--- config.mk ---
export PLATFORM = sky130hd
export DESIGN_NAME = bus_cycle_capture
export DESIGN_NICKNAME = d
export VERILOG_FILES = /design/src/rtl/bcc_pkg.sv /design/src/rtl/bcc_sync.sv /design/src/rtl/bcc_sequencer.sv /design/src/rtl/bcc_record.sv /design/src/rtl/bus_cycle_capture.sv
export SDC_FILE = /design/constraint.sdc
export NUM_CORES = 1
export LEC_CHECK = 0
export ABC_AREA = 1
export BUFFER_PORTS_ARGS = -buffer_cell sky130_fd_sc_hd__buf_2
export CAP_MARGIN = 0
export CORE_MARGIN = 10
export CORE_UTILIZATION = 55
export DETAILED_ROUTE_END_ITERATION = 7
export PLACE_DENSITY = 0.79
export SLEW_MARGIN = 15
export SYNTH_ARGS = -nofsm -noshare
export SYNTH_HDL_FRONTEND = slang
export SYNTH_SLANG_ARGS = --single-unit
--- constraint.sdc ---
create_clock -name clk_i -period 1.84 [get_ports clk_i]
set_input_delay 0.184 -clock clk_i [delete_from_list [all_inputs] [get_ports clk_i]]
set_output_delay 0.184 -clock clk_i [all_outputs]
set_load 0.01 [all_outputs]
--- src/rtl/bcc_pkg.sv ---
package bcc_pkg;
  typedef enum logic [2:0] {ST_IDLE, ST_AUX, ST_HI, ST_LO, ST_DAT, ST_FALL} seq_st_e;
  typedef enum logic [2:0] {CAP_NONE, CAP_AUX, CAP_HI, CAP_LO, CAP_DAT} cap_e;
  localparam logic [2:0] EN_IDLE = 3'b111;
  localparam logic [2:0] EN_HI   = 3'b011;
  localparam logic [2:0] EN_LO   = 3'b101;
  localparam logic [2:0] EN_DAT  = 3'b110;
endpackage

--- src/rtl/bcc_sync.sv ---
module bcc_sync #(
  parameter int W = 3
) (
  input  logic         clk_i,
  input  logic         rst_ni,
  input  logic [W-1:0] d_i,
  output logic [W-1:0] q_o
);
  logic [W-1:0] s1_q, s2_q;

  for (genvar i = 0; i < W; i++) begin : g_bit
    always_ff @(posedge clk_i or negedge rst_ni) begin
      if (!rst_ni) begin
        s1_q[i] <= 1'b0;
        s2_q[i] <= 1'b0;
      end else begin
        s1_q[i] <= d_i[i];
        s2_q[i] <= s1_q[i];
      end
    end
  end

  assign q_o = s2_q;
endmodule

--- src/rtl/bcc_sequencer.sv ---
module bcc_sequencer
  import bcc_pkg::*;
#(
  parameter int AUX_DLY = 5,
  parameter int SETTLE  = 6,
  parameter int WR_DLY  = 24,
  parameter int RD_DLY  = 6
) (
  input  logic       clk_i,
  input  logic       rst_ni,
  input  logic       phase_s_i,
  input  logic       rw_s_i,
  input  logic       busy_i,
  output logic [2:0] xcvr_en_no,
  output cap_e       cap_o,
  output logic       rd_trig_o
);
  localparam int MAX_A = (AUX_DLY > SETTLE) ? AUX_DLY : SETTLE;
  localparam int MAX_B = (WR_DLY > RD_DLY) ? WR_DLY : RD_DLY;
  localparam int MAX_D = (MAX_A > MAX_B) ? MAX_A : MAX_B;
  localparam int CNT_W = $clog2(MAX_D + 1);

  seq_st_e          st_q, st_d;
  logic [CNT_W-1:0] cnt_q, cnt_d;
  logic             rd_q, rd_d;
  logic             phase_d_q;
  logic             trig_d;
  logic             rise;

  assign rise = phase_s_i & ~phase_d_q;

  always_comb begin
    st_d   = st_q;
    cnt_d  = (cnt_q != '0) ? cnt_q - 1'b1 : cnt_q;
    rd_d   = rd_q;
    cap_o  = CAP_NONE;
    trig_d = 1'b0;
    unique case (st_q)
      ST_IDLE: if (rise) begin
        st_d  = ST_AUX;
        cnt_d = CNT_W'(AUX_DLY - 1);
      end
      ST_AUX: if (cnt_q == '0) begin
        cap_o = CAP_AUX;
        st_d  = ST_HI;
        cnt_d = CNT_W'(SETTLE - 1);
      end
      ST_HI: if (cnt_q == '0) begin
        cap_o = CAP_HI;
        st_d  = ST_LO;
        cnt_d = CNT_W'(SETTLE - 1);
      end
      ST_LO: if (cnt_q == '0) begin
        cap_o = CAP_LO;
        st_d  = ST_DAT;
        rd_d  = rw_s_i;
        cnt_d = rw_s_i ? CNT_W'(RD_DLY - 1) : CNT_W'(WR_DLY - 1);
      end
      ST_DAT: if (cnt_q == '0) begin
        cap_o  = CAP_DAT;
        trig_d = rd_q;
        st_d   = ST_FALL;
      end
      ST_FALL: if (!phase_s_i && !(rd_q && busy_i)) st_d = ST_IDLE;
      default: st_d = ST_IDLE;
    endcase
  end

  always_ff @(posedge clk_i or negedge rst_ni) begin
    if (!rst_ni) begin
      st_q      <= ST_IDLE;
      cnt_q     <= '0;
      rd_q      <= 1'b0;
      phase_d_q <= 1'b0;
      rd_trig_o <= 1'b0;
    end else begin
      st_q      <= st_d;
      cnt_q     <= cnt_d;
      rd_q      <= rd_d;
      phase_d_q <= phase_s_i;
      rd_trig_o <= trig_d;
    end
  end

  always_comb begin
    unique case (st_q)
      ST_HI:           xcvr_en_no = EN_HI;
      ST_LO:           xcvr_en_no = EN_LO;
      ST_DAT, ST_FALL: xcvr_en_no = EN_DAT;
      default:         xcvr_en_no = EN_IDLE;
    endcase
  end

  AST_ONE_SEL: assert property (@(posedge clk_i) disable iff (!rst_ni)
    $countones(~xcvr_en_no) <= 1);
  AST_TRIG_PULSE: assert property (@(posedge clk_i) disable iff (!rst_ni)
    rd_trig_o |=> !rd_trig_o);
  AST_WR_NO_TRIG: assert property (@(posedge clk_i) disable iff (!rst_ni)
    (cap_o == CAP_DAT && !rd_q) |=> !rd_trig_o);
  AST_BUSY_HOLD: assert property (@(posedge clk_i) disable iff (!rst_ni)
    (st_q == ST_FALL && rd_q && busy_i) |=> (xcvr_en_no == EN_DAT));
endmodule

--- src/rtl/bcc_record.sv ---
module bcc_record
  import bcc_pkg::*;
#(
  parameter int AUX_W  = 6,
  parameter int BYTE_W = 8,
  localparam int REC_W = AUX_W + 3 * BYTE_W + 2
) (
  input  logic              clk_i,
  input  logic              rst_ni,
  input  cap_e              cap_i,
  input  logic [BYTE_W-1:0] pins_i,
  input  logic              rw_s_i,
  input  logic              sel_s_i,
  input  logic              fifo_full_i,
  output logic [REC_W-1:0]  rec_o,
  output logic              rec_valid_o,
  output logic              overflow_o
);
  logic [AUX_W-1:0]  aux_q;
  logic [BYTE_W-1:0] hi_q, lo_q;

  always_ff @(posedge clk_i or negedge rst_ni) begin
    if (!rst_ni) begin
      aux_q       <= '0;
      hi_q        <= '0;
      lo_q        <= '0;
      rec_o       <= '0;
      rec_valid_o <= 1'b0;
      overflow_o  <= 1'b0;
    end else begin
      rec_valid_o <= 1'b0;
      unique case (cap_i)
        CAP_AUX: aux_q <= pins_i[AUX_W-1:0];
        CAP_HI:  hi_q  <= pins_i;
        CAP_LO:  lo_q  <= pins_i;
        CAP_DAT: begin
          if (fifo_full_i) overflow_o <= 1'b1;
          else begin
            rec_o       <= {aux_q, hi_q, lo_q, rw_s_i, sel_s_i, pins_i};
            rec_valid_o <= 1'b1;
          end
        end
        default: ;
      endcase
    end
  end

  AST_DROP_ON_FULL: assert property (@(posedge clk_i) disable iff (!rst_ni)
    (cap_i == CAP_DAT && fifo_full_i) |=> (!rec_valid_o && overflow_o));
  AST_OVF_STICKY: assert property (@(posedge clk_i) disable iff (!rst_ni)
    overflow_o |=> overflow_o);
  AST_VALID_PULSE: assert property (@(posedge clk_i) disable iff (!rst_ni)
    rec_valid_o |=> !rec_valid_o);
endmodule

--- src/rtl/bus_cycle_capture.sv ---
module bus_cycle_capture
  import bcc_pkg::*;
#(
  parameter int AUX_DLY = 5,
  parameter int SETTLE  = 6,
  parameter int WR_DLY  = 24,
  parameter int RD_DLY  = 6
) (
  input  logic        clk_i,
  input  logic        rst_ni,
  input  logic        phase_i,
  input  logic        rw_i,
  input  logic        dev_sel_ni,
  input  logic [7:0]  pins_i,
  output logic [2:0]  xcvr_en_no,
  output logic [31:0] rec_o,
  output logic        rec_valid_o,
  input  logic        fifo_full_i,
  output logic        rd_trig_o,
  input  logic        resp_busy_i,
  output logic        overflow_o
);
  logic [2:0] sync_q;
  cap_e       cap;

  bcc_sync #(.W(3)) u_sync (
    .clk_i (clk_i),
    .rst_ni(rst_ni),
    .d_i   ({phase_i, rw_i, dev_sel_ni}),
    .q_o   (sync_q)
  );

  bcc_sequencer #(
    .AUX_DLY(AUX_DLY), .SETTLE(SETTLE), .WR_DLY(WR_DLY), .RD_DLY(RD_DLY)
  ) u_seq (
    .clk_i     (clk_i),
    .rst_ni    (rst_ni),
    .phase_s_i (sync_q[2]),
    .rw_s_i    (sync_q[1]),
    .busy_i    (resp_busy_i),
    .xcvr_en_no(xcvr_en_no),
    .cap_o     (cap),
    .rd_trig_o (rd_trig_o)
  );

  bcc_record #(.AUX_W(6), .BYTE_W(8)) u_rec (
    .clk_i      (clk_i),
    .rst_ni     (rst_ni),
    .cap_i      (cap),
    .pins_i     (pins_i),
    .rw_s_i     (sync_q[1]),
    .sel_s_i    (sync_q[0]),
    .fifo_full_i(fifo_full_i),
    .rec_o      (rec_o),
    .rec_valid_o(rec_valid_o),
    .overflow_o (overflow_o)
  );
endmodule

==> results of run 1 <==
## cells in the mapped netlist
library cell | count | area, µm²
ha_1 | 2 | 25.02
inv_2 | 3 | 11.26
nand2_1 | 114 | 427.9
o32ai_1 | 1 | 8.760
dfrtp_1 | 73 | 1827
nand4_1 | 1 | 6.260
a21oi_1 | 5 | 25.02
o21ai_0 | 37 | 185.2
buf_4 | 1 | 7.510
nor2_1 | 8 | 30.03
nand3_1 | 7 | 35.03
buf_6 | 5 | 56.30
inv_1 | 32 | 120.1
nor2_2 | 3 | 18.77
clkbuf_1 | 1 | 3.750
buf_2 | 3 | 15.01
nand2_2 | 2 | 12.51
nor2_4 | 3 | 33.78
o22ai_1 | 2 | 12.51
o21ai_2 | 5 | 43.79
nand2_4 | 1 | 11.26
nand3b_1 | 2 | 15.01
xnor2_1 | 1 | 8.760
nand3_4 | 1 | 17.52
o21bai_1 | 1 | 7.510
nor3_1 | 1 | 5.000
## report_power, final
part           leakage (nW)  internal (mW)  switching (mW)
Clock                0.0995          0.762           0.570
Sequential            0.867           2.30           0.384
Combinational         0.891          0.833            1.31
Total                  1.86           3.89            2.26
## tightest hold or removal path: stages
cell,delay [ns]
buf_2,0.13
nand2_2,0.07
o21ai_2,0.05
## flip-flops by register name, indices dropped and copies added, names as in the netlist
name,flops
u_seq.cnt_q,5
u_rec.rec_o,32
u_seq.phase_d_q,1
u_seq.rd_q,1
u_sync.q_o,3
u_rec.rec_valid_o,1
u_seq.rd_trig_o,1
u_rec.lo_q,8
u_sync.s1_q,3
u_rec.overflow_o,1
u_rec.aux_q,6
u_seq.st_q,3
u_rec.hi_q,8
## metrics by stage
step                cells  cell area, µm²  power, mW
floorplan             315            2970      4.059
global placement      432            3298      4.779
detailed placement    432            3298      4.855
CTS                   452            3550      6.219
global route          452            3550      6.672
finish                452            3550      6.153
## worst paths after layout
kind | slack [ns] | cells after the start | end | from
max in group asynchronous | 0.95 | 3 | u_rec.rec_o[27] | rst_ni
hold / removal | 0.12 | 3 | u_rec.lo_q[6] | pins_i[6]
setup reg to reg | 0.14 | 6 | u_rec.aux_q[5] | u_seq.cnt_q[0]
min in group asynchronous | 0.32 | 2 | u_seq.st_q[1] | rst_ni
setup / recovery | 0.14 | 6 | u_rec.aux_q[5] | u_seq.cnt_q[0]
hold reg to reg | 0.35 | 0 | u_sync.q_o[0] | u_sync.s1_q[0]
## final cells by class
| cell class | count | share of cell area [%] |
|---|---|---|
| clock buffer | 11 | 3.701 |
| timing repair buffer | 61 | 10.22 |
| multi-input combinational | 197 | 26.19 |
| tap | 70 | 2.467 |
| inverter | 35 | 3.701 |
| clock inverter | 5 | 2.256 |
| sequential | 73 | 51.46 |
## placed cells by master, fill, tap and decap left out, drive strengths merged
cell type      n
nor3           1
o32ai          1
dlygate4sd3    4
nand3          8
ha             2
o21ai         42
xnor2          1
nand4          1
clkinv         1
clkbuf        11
buf           57
a21oi          5
bufinv         2
inv           35
o21bai         1
nand2        117
nor2          14
dfrtp         73
o22ai          2
nand3b         2
clkinvlp       2
## kinds of logic (layout without fill, tap and decap cells)
group	count (synthesis)	after routing	synth area share (%)
flops	73	73	61.50
buf+inv	45	112	7.203
simple gates	143	143	20.64
compound gates	51	51	9.520
fa+ha+maj	2	2	0.8423
xor+xnor	1	1	0.2949
## repair_timing
action                    4_1_cts  5_1_grt
setup buffers                   0        0
hold buffers                    4        0
hold endpoints to repair       20        0
## metal layers
metal,part of all wire [%],global-route usage (%),wire length (µm)
met3,9.0,5.516,562
met2,48,23.67,2988
met4,1.6,6.812,98
met1,42,19.54,2623
met5,0,0,0
==> metrics.cfg, run 1 <==
[placed_design]
gp_routability_congestion = 0.9072
place_ws_ns = 0.1584
port_buffers = 52
place_hpwl_mm = 4.483

[logic_synthesis]
ys_types = 26
ys_seq_area_share_pct = 61.50
syn_area_per_cell_um2 = 9.430
synth_fp_nets = 332
synth_cells = 315
synth-seq-cells = 73
yosysWarnings = 0
syn-cell-area_um2 = 2970

[sta]
slew_viol_final = 0
slew_headroom_pct = 70.42
fmax_ghz = 0.5889
min_period_over_period_pct = 92.28
setup_violations = 0
setup-tns-final_ns = 0
period_needed_ns = 1.698
rsz0062_at_grt = false
max_slew.worst_pin.slew_ns = 0.4391
finalHoldViolCount = 0
fin_worst_skew_ns = 0.005229
hold_ws_ns = 0.1197
setup_ws_ns = 0.1420

[cells_and_area]
multi_input_area_um2 = 929.6
finish.utilization_pct = 68.63
area_growth_pct = 19.50
seq_area_um2 = 1827
num-fill-cells = 415
antenna_cells = 0
layout-drive-gt1-share_pct = 23.30
nNetsFinal = 394

[cts]
htreeDepth = 3
root_buffer = clkbuf_8
cts_sinks = 73
clkLatencyLatePin_ns = 0.34
cts_tree = yes
clkSlewWorstSetupHoldPaths_ns = 0.08
cts.repair.resized = 0
cts_inserted_buffers = 9
ctsLongestPathBuffers = 2

[grt]
antenna_found_initial = 0
gr-total-overflow = 0
track_usage_pct = 15.56
grt_pass1_wl_mm = 10.81
grt_max_degree = 46
grt_pass1_vias = 2294

[critical_path]
critPathLaunchType = flip-flop
worst-path-buf-inv = 2
crit_family = simple AND/OR/NAND/NOR gates
crit_chain = inv_1, ha_1, nand3_4, buf_4, nor2_1, o21ai_0
endpoint_kind = flip-flop
worst-endpoint-arrival_ns = 1.91
criticalPathCategory = flip-flop to flip-flop
worst_path_max_delay_cell = dfrtp_1
worst_ep_required_time_ns = 2.05
cp_max_fo = 15
critPathMaxStageDelay_ns = 0.38

[detailed_routing]
viasPerCell = 4.925
dr.pass1.iters = 4
route.detailed.drc = 0
wl_per_cell_um = 13.88
vias = 2226
drt-total-wl_mm = 6.273
first_iter_violations = 162
antenna_left = 0

[floorplanning]
core_um2 = 5172
start_util_pct = 57.43
die_x_um = 93.49
num_io_pins = 53
rows = 26
die_y_um = 93.49
die-area_um2 = 8740

[status]
status = complete, no violations

[pwr]
vdd_ir_drop_max_v = 0.0008368
p_leak_nw = 1.857
power_density_nw_per_um2 = 1733

[job]
drv_cap = 0

[hold_path]
min_path_type = input pin to flip-flop

No activity file was read; power rests on OpenSTA's default activity.
==> run 2: changes to the inputs <==
- CORE_UTILIZATION: 55 -> 52
- PLACE_DENSITY: 0.79 -> 0.78
==> metrics.cfg, run 2 (synthesis gave the netlist of run 1 again) <==
[floorplanning]
num_io_pins = 53
core_um2 = 5540
die_x_um = 95.58
rows = 27
die_y_um = 95.58
start_util_pct = 53.61
die-area_um2 = 9136

[cells_and_area]
final_cells = 459
layout_common_cells = nand2_1 (114), dfrtp_1 (73), buf_2 (52)
antenna_cells = 0
reg.largest.list = u_rec.rec_o: 32 flops, u_rec.hi_q: 8 flops, u_rec.lo_q: 8 flops
layout_commonest_cell = nand2_1
layout-drive-gt1-share_pct = 24.55
top_register = u_rec.rec_o
largest_reg_flops = 32
nNetsFinal = 399
area_growth_pct = 22.33

[placed_design]
gp_routability_congestion = 0.8719
place_ws_ns = 0.1474
dp.cells = 435
port_buffers = 52
place_hpwl_mm = 4.715

[pwr]
p_leak_nw = 1.895
power_mw = 6.415
vdd_ir_drop_max_v = 0.0008676
power_density_nw_per_um2 = 1766

[sta]
finalHoldViolCount = 0
max_slew.worst_pin.slew_ns = 0.5628
fin_worst_skew_ns = 0.01162
min_period_over_period_pct = 89.37
period_needed_ns = 1.644
slew_viol_final = 0
setup_ws_ns = 0.1955
fmax_ghz = 0.6081
rsz0062_at_grt = false
setup-tns-final_ns = 0
slew_headroom_pct = 62.48
setup_violations = 0

[cts]
cts_inserted_buffers = 9
ctsLongestPathBuffers = 2
root_buffer = clkbuf_8
clkLatencyLatePin_ns = 0.35
cts_tree = yes
htreeDepth = 3
cts_sinks = 73
clkSlewWorstSetupHoldPaths_ns = 0.08

[critical_path]
r2r_start = u_seq.cnt_q[0]
criticalPathCategory = flip-flop to flip-flop
endpoint_kind = flip-flop
r2r-end = u_rec.aux_q[3]
critPathLaunchType = flip-flop
cp_max_fo = 8
worst-endpoint-arrival_ns = 1.86
crit_end = u_rec.aux_q[3]
crit_chain = inv_1, ha_1, nand3_4, buf_12, buf_4, o21ai_0, nand2_1
ff2ff_setup_slack_ns = 0.20
worst_ep_required_time_ns = 2.05
startpoint = u_seq.cnt_q[0]
reg2reg_depth = 7
worst_path_max_delay_cell = dfrtp_1
critPathMaxStageDelay_ns = 0.38

[detailed_routing]
dr.pass1.iters = 4
route.detailed.drc = 0
first_iter_violations = 160
vias = 2247
wl_per_cell_um = 14.51
viasPerCell = 4.895
drt-total-wl_mm = 6.661
antenna_left = 0

[grt]
grt_max_degree = 30
grt_pass1_wl_mm = 10.74
gr-total-overflow = 0
grt_pass1_vias = 2191
antenna_found_initial = 0
track_usage_pct = 15.17

[status]
status = complete, no violations

[hold_path]
min_path_cells = 3
min_path_type = input pin to flip-flop

[job]
drv_cap = 0

==> run 2: cell types whose count changed in the layout (fill, tap and decap cells not counted), sizes merged <==
cell and delta:
clkbuf -1, bufinv +1, buf +5
==> run 2: timing repair <==
action                                  in CTS  in global routing
setup buffers                                0                  4
gates resized for setup                      0                  1
hold buffers                                 4                  0
hold endpoints to repair                    24                  0
endpoints found under the setup margin       0                 21
==> run 2: critical path, delay by kind of cell, from the launching register on <==
family	cells	cell delay, ns
compound gates	1	0.18
fa+ha+maj	1	0.28
buf+inv	3	0.39
flops	1	0.38
simple gates	2	0.28
==> run 2: how the worst min path moves through the flow <==
| stage | startpoint | to | slack (ns) |
|---|---|---|---|
| floorplan | rst_ni | u_rec.aux_q[0] | -0.11 |
| global placement | rst_ni | u_sync.s1_q[2] | 0.21 |
| detailed placement | rst_ni | u_sync.s1_q[2] | 0.21 |
| CTS | pins_i[7] | u_rec.lo_q[7] | 0.09 |
| global route | pins_i[6] | u_rec.lo_q[6] | 0.08 |
| finish | pins_i[7] | u_rec.lo_q[7] | 0.1 |
==> run 2: where the power goes <==
| part | total (mW) | switching, mW | internal [mW] |
|---|---|---|---|
| Combinational | 2.21 | 1.32 | 0.886 |
| Clock | 1.50 | 0.599 | 0.906 |
| Sequential | 2.70 | 0.405 | 2.30 |
| Total | 6.42 | 2.33 | 4.09 |
==> run 2: area by class of cell <==
cell class	count	area (µm²)
fill	463	1907
sequential	73	1827
multi-input combinational	197	929.6
timing repair buffer	66	412.9
inverter	35	132.6
clock buffer	10	127.6
clock inverter	6	113.9
tap	72	90.09
==> run 2: metal layers <==
layer,track usage (%),up-vias,wire (µm)
met3,4.478,13,423
met1,19.71,1045,2937
li1,-,1129,-
met5,0,-,0
met4,7.617,0,137
met2,22.57,60,3162
==> run 2: stage by stage <==
| step | hold WS (ns) | util [%] | area (µm²) |
|---|---|---|---|
| after CTS | 0.08809 | 64.79 | 3590 |
| after floorplan | -0.1116 | - | 2970 |
| after global placement | 0.2061 | 59.71 | 3308 |
| after detailed placement | 0.2140 | 59.71 | 3308 |
| final | 0.09717 | 65.58 | 3633 |
| after global routing | 0.08482 | 65.58 | 3633 |
==> run 3: changes to the inputs <==
- ABC_AREA: 1 -> 0
==> metrics.cfg, run 3 <==
[cts]
ctsLongestPathBuffers = 2
clkLatencyLatePin_ns = 0.35
cts_inserted_buffers = 9
cts_tree = yes
cts_sinks = 73
root_buffer = clkbuf_8
htreeDepth = 3
clkSlewWorstSetupHoldPaths_ns = 0.08

[placed_design]
place_ws_ns = -0.1272
port_buffers = 52
place_area_um2 = 3302
place_hpwl_mm = 4.076
dp.cells = 319
gp_routability_congestion = 0.8784

[critical_path]
worst-endpoint-arrival_ns = 2.22
criticalPathCategory = flip-flop to flip-flop
ff2ff_setup_slack_ns = -0.15
critPathLaunchType = flip-flop
worst-path-buf-inv = 3
crit_chain = inv_1, ha_2, nor4b_4, inv_2, buf_6, or4_4, mux2_2
worst_path_max_delay_cell = or4_4
crit_family = simple AND/OR/NAND/NOR gates
worst_ep_required_time_ns = 2.07
cp_max_fo = 6
endpoint_kind = flip-flop
critPathMaxStageDelay_ns = 0.48
r2r_start = u_seq.cnt_q[0]
r2r-end = u_rec.aux_q[0]
reg2reg_depth = 7

[cells_and_area]
top_register = u_rec.rec_o
layout_commonest_cell = dfrtp_1
layout-drive-gt1-share_pct = 58.21
fin_area_um2 = 3902
reg.largest.list = u_rec.rec_o: 32 flops, u_rec.hi_q: 8 flops, u_rec.lo_q: 8 flops
final_cells = 350
largest_reg_flops = 32
nNetsFinal = 292
layout_common_cells = dfrtp_1 (73), buf_2 (52), mux2_4 (36)
antenna_cells = 0
area_growth_pct = 36.44

[floorplanning]
core_um2 = 5205
rows = 26
die_y_um = 94.17
die_x_um = 94.17
start_util_pct = 54.95
die-area_um2 = 8867
num_io_pins = 53

[grt]
track_usage_pct = 14.79
grt_pass1_wl_mm = 10.18
grt_max_degree = 74
grt_pass1_vias = 1976
antenna_found_initial = 0
gr-total-overflow = 0

[sta]
fmax_ghz = 0.5028
fin_worst_skew_ns = 0.007644
setup_ws_ns = -0.1488
min_period_over_period_pct = 108.1
max_slew.worst_pin.slew_ns = 0.8285
period_needed_ns = 1.989
slew_viol_final = 0
rsz0062_at_grt = true
finalHoldViolCount = 0
setup_violations = 47
slew_headroom_pct = 44.26

[detailed_routing]
first_iter_violations = 106
wl_per_cell_um = 19.40
route.detailed.drc = 0
vias = 1819
antenna_left = 0
viasPerCell = 5.197
drt-total-wl_mm = 6.791
dr.pass1.iters = 4

[status]
violations = setup timing
status = finished, violations left

[logic_synthesis]
ys_seq_area_share_pct = 63.87
syn-cell-area_um2 = 2860
synth_fp_nets = 204
ys_types = 34
yosysMostFrequentCell = dfrtp_1
synth_ff_type = dfrtp_1
yosysWarnings = 0
synth-edff-count = 0
yosysTopAreaCell = dfrtp_1
async_flop_share_pct = 100.0
synth_common_cells = dfrtp_1 (73), mux2_2 (51), inv_1 (7), clkbuf_1 (5), nor3_1 (5)
synth_top_area_share_pct = 63.87
syn_area_per_cell_um2 = 15.30
synth_cells = 187
yosys-top-cells-area = dfrtp_1 (64%), mux2_2 (20%), nor4b_4 (1.7%)
synth-seq-cells = 73

[pwr]
vdd_ir_drop_max_v = 0.0009656
p_leak_nw = 1.911
power_density_nw_per_um2 = 1482
power_mw = 5.784

[hold_path]
min_path_type = input pin to flip-flop
min_path_cells = 2
hold_start = pins_i[6]
worstHoldEndpoint = u_rec.rec_o[6]

[job]
drv_cap = 0

run 3: changes by cell type in the layout (fill, tap and decap cells not counted), moves of 4 or more:
| cell | change |
|---|---|
| nand2_1 | -114 |
| buf_6 | +7 |
| nor3_1 | +4 |
| buf_4 | +10 |
| o21ai_0 | -35 |
| mux2_2 | +18 |
| nor2_1 | -4 |
| inv_1 | -25 |
| o21ai_2 | -5 |
| mux2_4 | +36 |
| nand3_1 | -7 |
run 3: cells by family after synthesis:
| family | after synthesis | synth area share [%] |
|---|---|---|
| DFF | 73 | 63.87 |
| adders and majority gates | 2 | 0.8748 |
| xor gates and xnor gates | 3 | 0.9188 |
| and+or+nand+nor | 24 | 6.169 |
| buffers and inverters | 17 | 3.281 |
| muxes | 55 | 21.65 |
| AOI/OAI and AO/OA | 13 | 3.237 |
run 3: worst max-delay path by stage:
stage	startpoint	end	slack (ns)	depth (start not counted)
2_1_floorplan	u_seq.cnt_q[1]	u_rec.rec_o[2]	-0.31	8
3_3_place_gp	u_seq.cnt_q[1]	u_rec.rec_o[6]	-0.04	7
3_5_place_dp	u_seq.cnt_q[1]	u_rec.rec_o[30]	-0.13	7
4_1_cts	u_seq.cnt_q[1]	u_rec.aux_q[5]	-0.14	8
5_1_grt	u_seq.cnt_q[1]	u_rec.rec_o[12]	-0.24	8
6_report	u_seq.cnt_q[0]	u_rec.aux_q[0]	-0.15	7
run 3: layer usage:
metal / part of all wire (%) / GRT usage, % / up-vias
li1: - / - / 837
met1: 44 / 17.74 / 927
met2: 49 / 23.34 / 47
met3: 5.5 / 5.755 / 8
met4: 1.4 / 5.696 / 0
met5: 0 / 0 / -
run 3: worst reg2reg max path, cell delays in order (launching register included):
cell	delay, ns
dfrtp_1	0.39
inv_1	0.07
ha_2	0.18
nor4b_4	0.23
inv_2	0.09
buf_6	0.13
or4_4	0.48
mux2_2	0.31
run 3: repair_timing:
action / in CTS / in global routing
endpoints found under the hold margin: 76 / 0
hold buffers: 4 / 0
pin swaps: 3 / 4
endpoints found under the setup margin: 55 / 57
gates cloned: 2 / 1
gates resized for setup: 34 / 26
setup buffers: 5 / 6
run 3: cell type report:
type | instances | area (µm²)
flip-flops and latches | 73 | 1827
fillers | 315 | 1303
multi-input cells | 97 | 1119
repair buffers | 86 | 624.3
clock buffers | 13 | 168.9
well taps | 70 | 87.58
clock inverters | 3 | 46.29
inverters | 8 | 30.03
run 3: report_power, final:
group	leakage [nW]	switching [mW]	internal (mW)	total, mW
clock network	0.106	0.610	0.744	1.35
logic	0.887	0.853	1.15	2.01
registers	0.918	0.307	2.12	2.42
total	1.91	1.77	4.01	5.78
run 3: stage by stage:
| step | utilization [%] | setup TNS [ns] | hold WS [ns] |
|---|---|---|---|
| CTS | 71.85 | -4.461 | 0.09215 |
| detailed placement | 63.44 | -4.708 | 0.2423 |
| global placement | 63.44 | -1.161 | 0.2402 |
| floorplan | - | -10.80 | -0.1116 |
| global route | 74.98 | -10.33 | 0.1010 |
| finish | 74.98 | -5.250 | 0.1033 |
